## src/rtl/pei_pkg.sv

```systemverilog
package pei_pkg;

  // Register byte offsets within one bank
  localparam int OFF_MASK  = 'h20C;
  localparam int OFF_UNMSK = 'h210;
  localparam int OFF_MSET  = 'h214;
  localparam int OFF_STAT  = 'h218;
  localparam int OFF_TYPE  = 'h21C;
  localparam int OFF_POL   = 'h220;
  localparam int OFF_BOTH  = 'h224;

  typedef enum logic [2:0] {
    SEL_NONE,
    SEL_MASK,
    SEL_UNMSK,
    SEL_MSET,
    SEL_STAT,
    SEL_TYPE,
    SEL_POL,
    SEL_BOTH
  } reg_sel_e;

endpackage

```

## src/rtl/pei_decode.sv

```systemverilog
module pei_decode #(
  parameter int AW = 12
) (
  input  logic [AW-1:0]       addr,
  output pei_pkg::reg_sel_e   sel
);
  import pei_pkg::*;

  always_comb begin
    if      (addr == AW'(OFF_MASK))  sel = SEL_MASK;
    else if (addr == AW'(OFF_UNMSK)) sel = SEL_UNMSK;
    else if (addr == AW'(OFF_MSET))  sel = SEL_MSET;
    else if (addr == AW'(OFF_STAT))  sel = SEL_STAT;
    else if (addr == AW'(OFF_TYPE))  sel = SEL_TYPE;
    else if (addr == AW'(OFF_POL))   sel = SEL_POL;
    else if (addr == AW'(OFF_BOTH))  sel = SEL_BOTH;
    else                             sel = SEL_NONE;
  end
endmodule

```

## src/rtl/pei_cfg.sv

```systemverilog
module pei_cfg #(
  parameter int NPINS = 32
) (
  input  logic              clk,
  input  logic              rst,
  input  logic              wr_en,
  input  pei_pkg::reg_sel_e sel,
  input  logic [NPINS-1:0]  wdata,
  output logic [NPINS-1:0]  typ_q,
  output logic [NPINS-1:0]  pol_q,
  output logic [NPINS-1:0]  both_q,
  output logic [NPINS-1:0]  mask_q,
  output logic [NPINS-1:0]  mask_d
);
  import pei_pkg::*;

  // Next mask value: unmask clears, mask-set sets, anything else holds
  always_comb begin
    mask_d = mask_q;
    if (wr_en && sel == SEL_UNMSK) mask_d = mask_q & ~wdata;
    if (wr_en && sel == SEL_MSET)  mask_d = mask_q | wdata;
  end

  always_ff @(posedge clk) begin
    if (rst) begin
      typ_q  <= '0;
      pol_q  <= '0;
      both_q <= '0;
      mask_q <= '1;
    end else begin
      mask_q <= mask_d;
      if (wr_en && sel == SEL_TYPE) typ_q  <= wdata;
      if (wr_en && sel == SEL_POL)  pol_q  <= wdata;
      if (wr_en && sel == SEL_BOTH) both_q <= wdata;
    end
  end
endmodule

```

## src/rtl/pei_detect.sv

```systemverilog
module pei_detect #(
  parameter int NPINS = 32
) (
  input  logic              clk,
  input  logic              rst,
  input  logic [NPINS-1:0]  pin_i,
  input  logic [NPINS-1:0]  typ_q,
  input  logic [NPINS-1:0]  pol_q,
  input  logic [NPINS-1:0]  both_q,
  output logic [NPINS-1:0]  evt
);
  logic [NPINS-1:0] hist_q;

  // One-cycle history; frozen while reset is held
  always_ff @(posedge clk) begin
    if (!rst) hist_q <= pin_i;
  end

  for (genvar i = 0; i < NPINS; i++) begin : g_pin
    logic rise, fall, lvl;
    always_comb begin
      rise = pin_i[i] & ~hist_q[i];
      fall = ~pin_i[i] & hist_q[i];
      lvl  = ~(pin_i[i] ^ pol_q[i]);
      if (!typ_q[i])      evt[i] = lvl;
      else if (both_q[i]) evt[i] = rise | fall;
      else if (pol_q[i])  evt[i] = rise;
      else                evt[i] = fall;
    end
  end
endmodule

```

## src/rtl/pei_status.sv

```systemverilog
module pei_status #(
  parameter int NPINS = 32
) (
  input  logic              clk,
  input  logic              rst,
  input  logic              clr_en,
  input  logic [NPINS-1:0]  wdata,
  input  logic [NPINS-1:0]  evt,
  input  logic [NPINS-1:0]  mask_d,
  output logic [NPINS-1:0]  stat_q,
  output logic              irq_q
);
  logic [NPINS-1:0] clr, stat_d;

  always_comb begin
    clr    = clr_en ? wdata : '0;
    stat_d = (stat_q & ~clr) | evt;   // new event beats a clear
  end

  always_ff @(posedge clk) begin
    if (rst) begin
      stat_q <= '0;
      irq_q  <= 1'b0;
    end else begin
      stat_q <= stat_d;
      irq_q  <= |(stat_d & ~mask_d);
    end
  end
endmodule

```

## src/rtl/pin_event_irq.sv

```systemverilog
module pin_event_irq #(
  parameter int NPINS = 32,
  parameter int AW    = 12
) (
  input  logic             clk,
  input  logic             rst,
  input  logic [NPINS-1:0] pin_i,
  input  logic             wr_en,
  input  logic             rd_en,
  input  logic [AW-1:0]    addr,
  input  logic [NPINS-1:0] wdata,
  output logic [NPINS-1:0] rdata,
  output logic             irq
);
  import pei_pkg::*;

  reg_sel_e         sel;
  logic [NPINS-1:0] typ_q, pol_q, both_q, mask_q, mask_d;
  logic [NPINS-1:0] evt, status_q;
  logic [NPINS-1:0] rd_mux;

  pei_decode #(.AW(AW)) u_dec (
    .addr (addr),
    .sel  (sel)
  );

  pei_cfg #(.NPINS(NPINS)) u_cfg (
    .clk    (clk),
    .rst    (rst),
    .wr_en  (wr_en),
    .sel    (sel),
    .wdata  (wdata),
    .typ_q  (typ_q),
    .pol_q  (pol_q),
    .both_q (both_q),
    .mask_q (mask_q),
    .mask_d (mask_d)
  );

  pei_detect #(.NPINS(NPINS)) u_det (
    .clk    (clk),
    .rst    (rst),
    .pin_i  (pin_i),
    .typ_q  (typ_q),
    .pol_q  (pol_q),
    .both_q (both_q),
    .evt    (evt)
  );

  pei_status #(.NPINS(NPINS)) u_sts (
    .clk    (clk),
    .rst    (rst),
    .clr_en (wr_en && sel == SEL_STAT),
    .wdata  (wdata),
    .evt    (evt),
    .mask_d (mask_d),
    .stat_q (status_q),
    .irq_q  (irq)
  );

  always_comb begin
    unique case (sel)
      SEL_MASK: rd_mux = mask_q;
      SEL_STAT: rd_mux = status_q;
      SEL_TYPE: rd_mux = typ_q;
      SEL_POL:  rd_mux = pol_q;
      SEL_BOTH: rd_mux = both_q;
      default:  rd_mux = '0;
    endcase
  end

  always_ff @(posedge clk) begin
    if (rst)        rdata <= '0;
    else if (rd_en) rdata <= rd_mux;
  end
endmodule

```

## config.mk

```make
export PLATFORM = sky130hd
export DESIGN_NAME = pin_event_irq
export DESIGN_NICKNAME = d
export VERILOG_FILES = /design/src/rtl/pei_pkg.sv /design/src/rtl/pei_decode.sv /design/src/rtl/pei_cfg.sv /design/src/rtl/pei_detect.sv /design/src/rtl/pei_status.sv /design/src/rtl/pin_event_irq.sv
export SDC_FILE = /design/constraint.sdc
export NUM_CORES = 1
export LEC_CHECK = 0
export ABC_AREA = 1
export BUFFER_PORTS_ARGS = -buffer_cell sky130_fd_sc_hd__clkbuf_2
export CAP_MARGIN = 20
export CORE_ASPECT_RATIO = 0.7
export CORE_UTILIZATION = 45
export CTS_CLUSTER_SIZE = 8
export DETAILED_ROUTE_END_ITERATION = 12
export PLACE_DENSITY = 0.72
export SYNTH_ARGS = -nofsm -noshare
export SYNTH_HDL_FRONTEND = slang
export SYNTH_SLANG_ARGS = --single-unit
```

## constraint.sdc

```tcl
create_clock -name clk -period 3.45 [get_ports clk]
set_input_delay 0.345 -clock clk [delete_from_list [all_inputs] [get_ports clk]]
set_output_delay 0.345 -clock clk [all_outputs]
set_load 0.01 [all_outputs]
```

==> results of run 1 <==
critical path, cell delays in order:
cell	delay [ns]
clkbuf_2	0.09
nor2_2	0.17
nand2_2	0.17
nor2_8	0.37
nand2_2	0.11
nor2_4	0.47
buf_4	0.29
o21ai_1	0.10
nand3_1	0.10
nand2_1	0.06
nor2_1	0.14
nand2_1	0.07
nor2_1	0.10
a21oi_1	0.07
metal layers:
metal | routed length [µm] | global-route usage [%]
met3 | 2670 | 4.18
met1 | 16100 | 35.4
met5 | 0 | 0
met4 | 788 | 8.00
met2 | 15300 | 40.3
sequential cells by signal, summed over array words and instances (netlist names):
register and count:
u_cfg.pol_q 32, rdata 32, u_cfg.typ_q 32, u_sts.stat_q 32
u_cfg.mask_q 32, u_cfg.both_q 32, u_sts.irq_q 1, u_det.hist_q 32
final timing paths:
check,from,to,slack (ns),cells after the start
hold reg to reg,rdata[0],rdata[0],0.46,2
setup reg to reg,u_det.hist_q[3],u_sts.irq_q,1.60,10
hold / removal,pin_i[0],u_det.hist_q[0],0.05,1
setup / recovery,addr[7],u_sts.irq_q,1.13,14
final cells by class:
| cell class | count | area (µm²) | share of cell area, % |
|---|---|---|---|
| Sequential cell | 225 | 4820 | 34.9 |
| Multi-Input combinational cell | 1082 | 5890 | 42.6 |
| Clock buffer | 54 | 990 | 7.15 |
| Inverter | 248 | 932 | 6.73 |
| Antenna cell | 1 | 2.50 | 0.0181 |
| Tap cell | 357 | 447 | 3.23 |
| Clock inverter | 1 | 8.76 | 0.0633 |
| Timing Repair Buffer | 133 | 746 | 5.39 |
where the power goes:
part	switching, mW	total (mW)	internal (mW)
Clock	1.21	3.16	1.95
Sequential	0.0320	2.76	2.72
Combinational	0.290	0.422	0.132
Total	1.54	6.34	4.80
Yosys cell counts (all sizes together):
library cell,number
a31oi,25
nand4,51
nor4,2
nor3,8
clkbuf,56
nand3,135
o31ai,32
o22ai,33
a32oi,4
xor2,4
ha,64
buf,32
nand2,282
dfxtp,193
o21ai,115
nor2,143
a211oi,64
o21bai,1
clkinv,1
inv,247
nand3b,1
edfxtp,32
a21oi,118
metrics by stage:
stage / hold slack, ns / setup slack (ns)
final: 0.0546 / 1.13
after global routing: 0.0506 / 0.846
after CTS: 0.0489 / 1.18
after detailed placement: 0.455 / 0.653
after global placement: 0.453 / 0.717
after floorplan: 0.444 / 1.32
logic make-up after synthesis:
family / synth area share, %
buf+inv: 11.1
simple gates: 22.9
flops: 40.1
xor+xnor: 0.291
fa+ha+maj: 6.65
compound gates: 19.1
layout by cell type, fill, tap and decap left out, drive strengths merged:
cell    synthesis  layout
nor2          143     143
o31ai          32      32
nand2         282     282
buf            32      22
edfxtp         32      32
o22ai          33      33
clkbuf         56     165
o21bai          1       1
nor3            8       8
ha             64      64
a32oi           4       4
a211oi         64      64
diode           0       1
xor2            4       4
nand3b          1       1
nand4          51      51
nand3         135     135
nor4            2       2
inv           247     246
clkinv          1       3
dfxtp         193     193
a31oi          25      25
o21ai         115     115
a21oi         118     118
==> flow_summary.json, run 1 <==
{
  "syn_inst": 1643,
  "yosysSeqAreaShare_pct": 40.1,
  "max_freq_mhz": 432,
  "synth.net_count": 1787,
  "endpoint_kind": "flip-flop",
  "gp_congestion": 0.826,
  "path_max_fanout": 22,
  "finalSetupViolations": 0,
  "wl_per_cell_um": 16.6,
  "dieArea_um2": 27400,
  "syn_to_final_growth_pct": 15.0,
  "vias_per_cell": 5.51,
  "arrival_ns": 2.65,
  "dr_total_vias": 11600,
  "die_h_um": 139,
  "core_um2": 26000,
  "start_kind": "input pin",
  "maxCapViolCount": 0,
  "post-dp-hpwl_um": 22300,
  "cts_max_path_buffers": 3,
  "cts_tree": "done",
  "final_area_um2": 13800,
  "grt_pass1_wl_um": 56200,
  "leakagePower_nw": 6.40,
  "synthTopCellsByArea": "dfxtp_1 (32%), nand2_1 (8.7%), edfxtp_1 (8.0%)",
  "grt_pass1_vias": 11000,
  "port_buffers": 112,
  "antenna_left": 0,
  "start_util_pct": 46.3,
  "rows": 49,
  "hold_viol": 0,
  "postCtsSetupRepairBufs": 0,
  "ys.warnings.count": 0,
  "fill_cells": 2535,
  "min_period_ns": 2.32,
  "remaining_drc_errors": 0,
  "utilization_pct": 53.2,
  "dpl.cell_count": 2045,
  "relSlewSlack_pct": 29.8,
  "avgSynthCellArea_um2": 7.33,
  "worstMarginPinSlew_ns": 1.05,
  "dpl_cell_area_um2": 12800,
  "io_pins": 113,
  "vdd_drop_max_mv": 0.273,
  "drtIter0Drc": 999,
  "clk_latency_ns": 0.52,
  "cts-resized-gates": 0,
  "cts_buffers": 34,
  "skew_ns": 0.0157,
  "syn-cell-area_um2": 12000,
  "ctsRootBufferMaster": "clkbuf_16",
  "total_power_mw": 6.34,
  "status": "finished clean",
  "yosysTopAreaCellShare_pct": 32.1,
  "ys_ff_latch": 225,
  "final_cells": 2101,
  "synth_cell_types": 37,
  "report.final.slew_viol_count": 0,
  "antenna_found_initial": 1,
  "path_clk_slew_ns": 0.06,
  "drt-total-wl_um": 34800,
  "postCtsHoldBufs": 0,
  "drive_gt1_share_pct": 11.4,
  "finalCritPeriodShare_pct": 67.2,
  "holdCritPathClass": "input pin to flip-flop",
  "grt_max_degree": 87,
  "final_nets": 1868,
  "criticalPathCategory": "input pin to flip-flop",
  "setup_tns_ns": 0,
  "dr.pass1.iters": 5,
  "cts.sinks": 225,
  "die_x_um": 197,
  "required_ns": 3.79,
  "grt_use_total_pct": 25.5,
  "rsz0062_at_grt": "false",
  "grt_overflow": 0,
  "yosys.area.top_type": "dfxtp_1",
  "htreeDepth": 2,
  "power_density_nw_per_um2": 458
}
(Power assumes the default switching activity.)
==> inputs of run 2 (changes only) <==
--- a/config.mk
+++ b/config.mk
@@ -12,7 +12,7 @@
 export CORE_UTILIZATION = 45
 export CTS_CLUSTER_SIZE = 8
 export DETAILED_ROUTE_END_ITERATION = 12
-export PLACE_DENSITY = 0.72
+export PLACE_DENSITY = 0.75
 export SYNTH_ARGS = -nofsm -noshare
 export SYNTH_HDL_FRONTEND = slang
 export SYNTH_SLANG_ARGS = --single-unit
==> constraint.sdc (replaced) <==
create_clock -name clk -period 2.04 [get_ports clk]
set_input_delay 0.204 -clock clk [delete_from_list [all_inputs] [get_ports clk]]
set_output_delay 0.204 -clock clk [all_outputs]
set_load 0.01 [all_outputs]
==> flow_summary.json, run 2 (synthesis gave the netlist of run 1 again) <==
{
  "status": "finished clean",
  "max_freq_mhz": 533,
  "dr_wl_met3_um": 2850,
  "crit_chain": "dlygate4sd3_1 -> clkbuf_2 -> inv_1 -> ha_1 -> nand2_1 -> a31oi_1 -> nand2_1 -> nand3_1 -> nand2_1 -> nor2_1 -> nand2_1 -> nor2_1 -> a21oi_1",
  "setup_tns_ns": 0,
  "syn_to_final_growth_pct": 19.8,
  "drtIter0Drc": 1113,
  "cpMostUsedCell": "nand2_1",
  "dp_worst_setup_slack_ns": 0.0121,
  "vdd_drop_max_mv": 0.529,
  "arrival_ns": 2.23,
  "holdCritPathClass": "input pin to flip-flop",
  "maxCapViolCount": 0,
  "holdPathStages": 3,
  "vias_per_cell": 5.57,
  "postCtsSetupRepairBufs": 0,
  "skew_ns": 0.00967,
  "remaining_drc_errors": 0,
  "cts_buffers": 34,
  "dieArea_um2": 27400,
  "grt_pass1_vias": 11300,
  "die_x_um": 197,
  "ctsRootBufferMaster": "clkbuf_16",
  "criticalPathCategory": "input pin to flip-flop",
  "report.final.slew_viol_count": 0,
  "most-common-layout-cells": "nand2_1 (279), inv_1 (236), dfxtp_1 (193)",
  "rsz0062_at_grt": "false",
  "start_kind": "input pin",
  "drt-total-wl_um": 35300,
  "cts_tree": "done",
  "multiInputGateArea_um2": 5900,
  "wl_per_cell_um": 16.5,
  "endpoint_kind": "flip-flop",
  "path_max_fanout": 4,
  "relSlewSlack_pct": 56.7,
  "htreeDepth": 2,
  "hold_viol": 0,
  "rows": 49,
  "io_pins": 113,
  "utilization_pct": 55.5,
  "worst_slack_ns": 0.162,
  "grt_use_total_pct": 25.5,
  "cts.sinks": 225,
  "top_layer_used": "met4",
  "hold_slack_ns": 0.0453,
  "finalSetupViolations": 0,
  "post-dp-hpwl_um": 22800,
  "gp_congestion": 0.840,
  "clk_latency_ns": 0.50,
  "grt_pass1_wl_um": 56600,
  "antenna_found_initial": 0,
  "dr_total_vias": 12000,
  "drive_gt1_share_pct": 11.9,
  "cpPeakStageDelay_ns": 0.54,
  "required_ns": 2.39,
  "wl_met1_um": 15900,
  "min_period_ns": 1.88,
  "rrSetupSlack_ns": 0.18,
  "die_h_um": 139,
  "antenna_left": 0,
  "cts_max_path_buffers": 3,
  "final_nets": 1913,
  "fill_cells": 2406,
  "dr.pass1.iters": 6,
  "finalCritPeriodShare_pct": 92.0,
  "leakagePower_nw": 6.65,
  "worstMarginPinSlew_ns": 0.650,
  "grt_max_degree": 130,
  "regArea_um2": 4820,
  "grt_overflow": 0,
  "start_util_pct": 46.3,
  "layout_commonest_cell": "nand2_1",
  "port_buffers": 112,
  "total_power_mw": 10.7,
  "core_um2": 26000,
  "path_clk_slew_ns": 0.05,
  "rr_worst_depth": 10,
  "wl_met2_um": 15800,
  "crit_path_top_delay_cell": "dlygate4sd3_1",
  "n_antenna_cell": 0,
  "power_density_nw_per_um2": 745
}
[run 2: changes by cell type in the layout (fill, tap and decap cells not counted), sizes merged]
| cell | change |
|---|---|
| clkbuf | +2 |
| buf | +13 |
| dlygate4sd3 | +32 |
| diode | -1 |
[run 2: area by class of cell]
class | instances | share of cell area, %
multi-input cells | 1082 | 40.9
clock inverters | 1 | 0.0607
clock buffers | 56 | 6.92
repair buffers | 178 | 9.11
well taps | 357 | 3.10
flip-flops and latches | 225 | 33.5
inverters | 248 | 6.46
[run 2: path summary, 6_finish.rpt]
kind	from	to
worst max register to register	u_det.hist_q[2]	u_sts.irq_q
worst max-delay path	pin_i[16]	u_sts.irq_q
worst min register to register	rdata[24]	rdata[24]
worst min-delay path	wdata[11]	u_cfg.typ_q[11]
[run 2: critical path, delay by kind of cell]
| kind | cells | cell delay [ns] |
|---|---|---|
| adder cells (fa/ha/maj) | 1 | 0.28 |
| AND/OR/NAND/NOR | 7 | 0.65 |
| AO/OA/AOI/OAI | 2 | 0.33 |
| buffers and inverters | 3 | 0.76 |
[run 2: what timing repair did]
item,4_1_cts,5_1_grt
endpoints found under the hold margin,32,0
hold buffers,32,0
endpoints found under the setup margin,0,1
gates resized for setup,0,1
[run 2: through the flow]
stage	std cells	area (µm²)
final	2147	14400
after global routing	2147	14400
after CTS	2147	14400
after detailed placement	2058	13100
after global placement	2058	13100
after floorplan	1643	12000
[run 2: layer usage]
| layer | GRT usage [%] | up-vias |
|---|---|---|
| met5 | 0 | - |
| met3 | 4.18 | 68 |
| met1 | 34.9 | 5581 |
| met4 | 8.08 | 0 |
| met2 | 41.1 | 530 |
| li1 | - | 5786 |
[run 2: power by group]
group	leakage (nW)	switching, mW	internal, mW
combinational	4.29	0.512	0.279
sequential	1.88	0.0527	4.61
clock	0.483	1.98	3.31
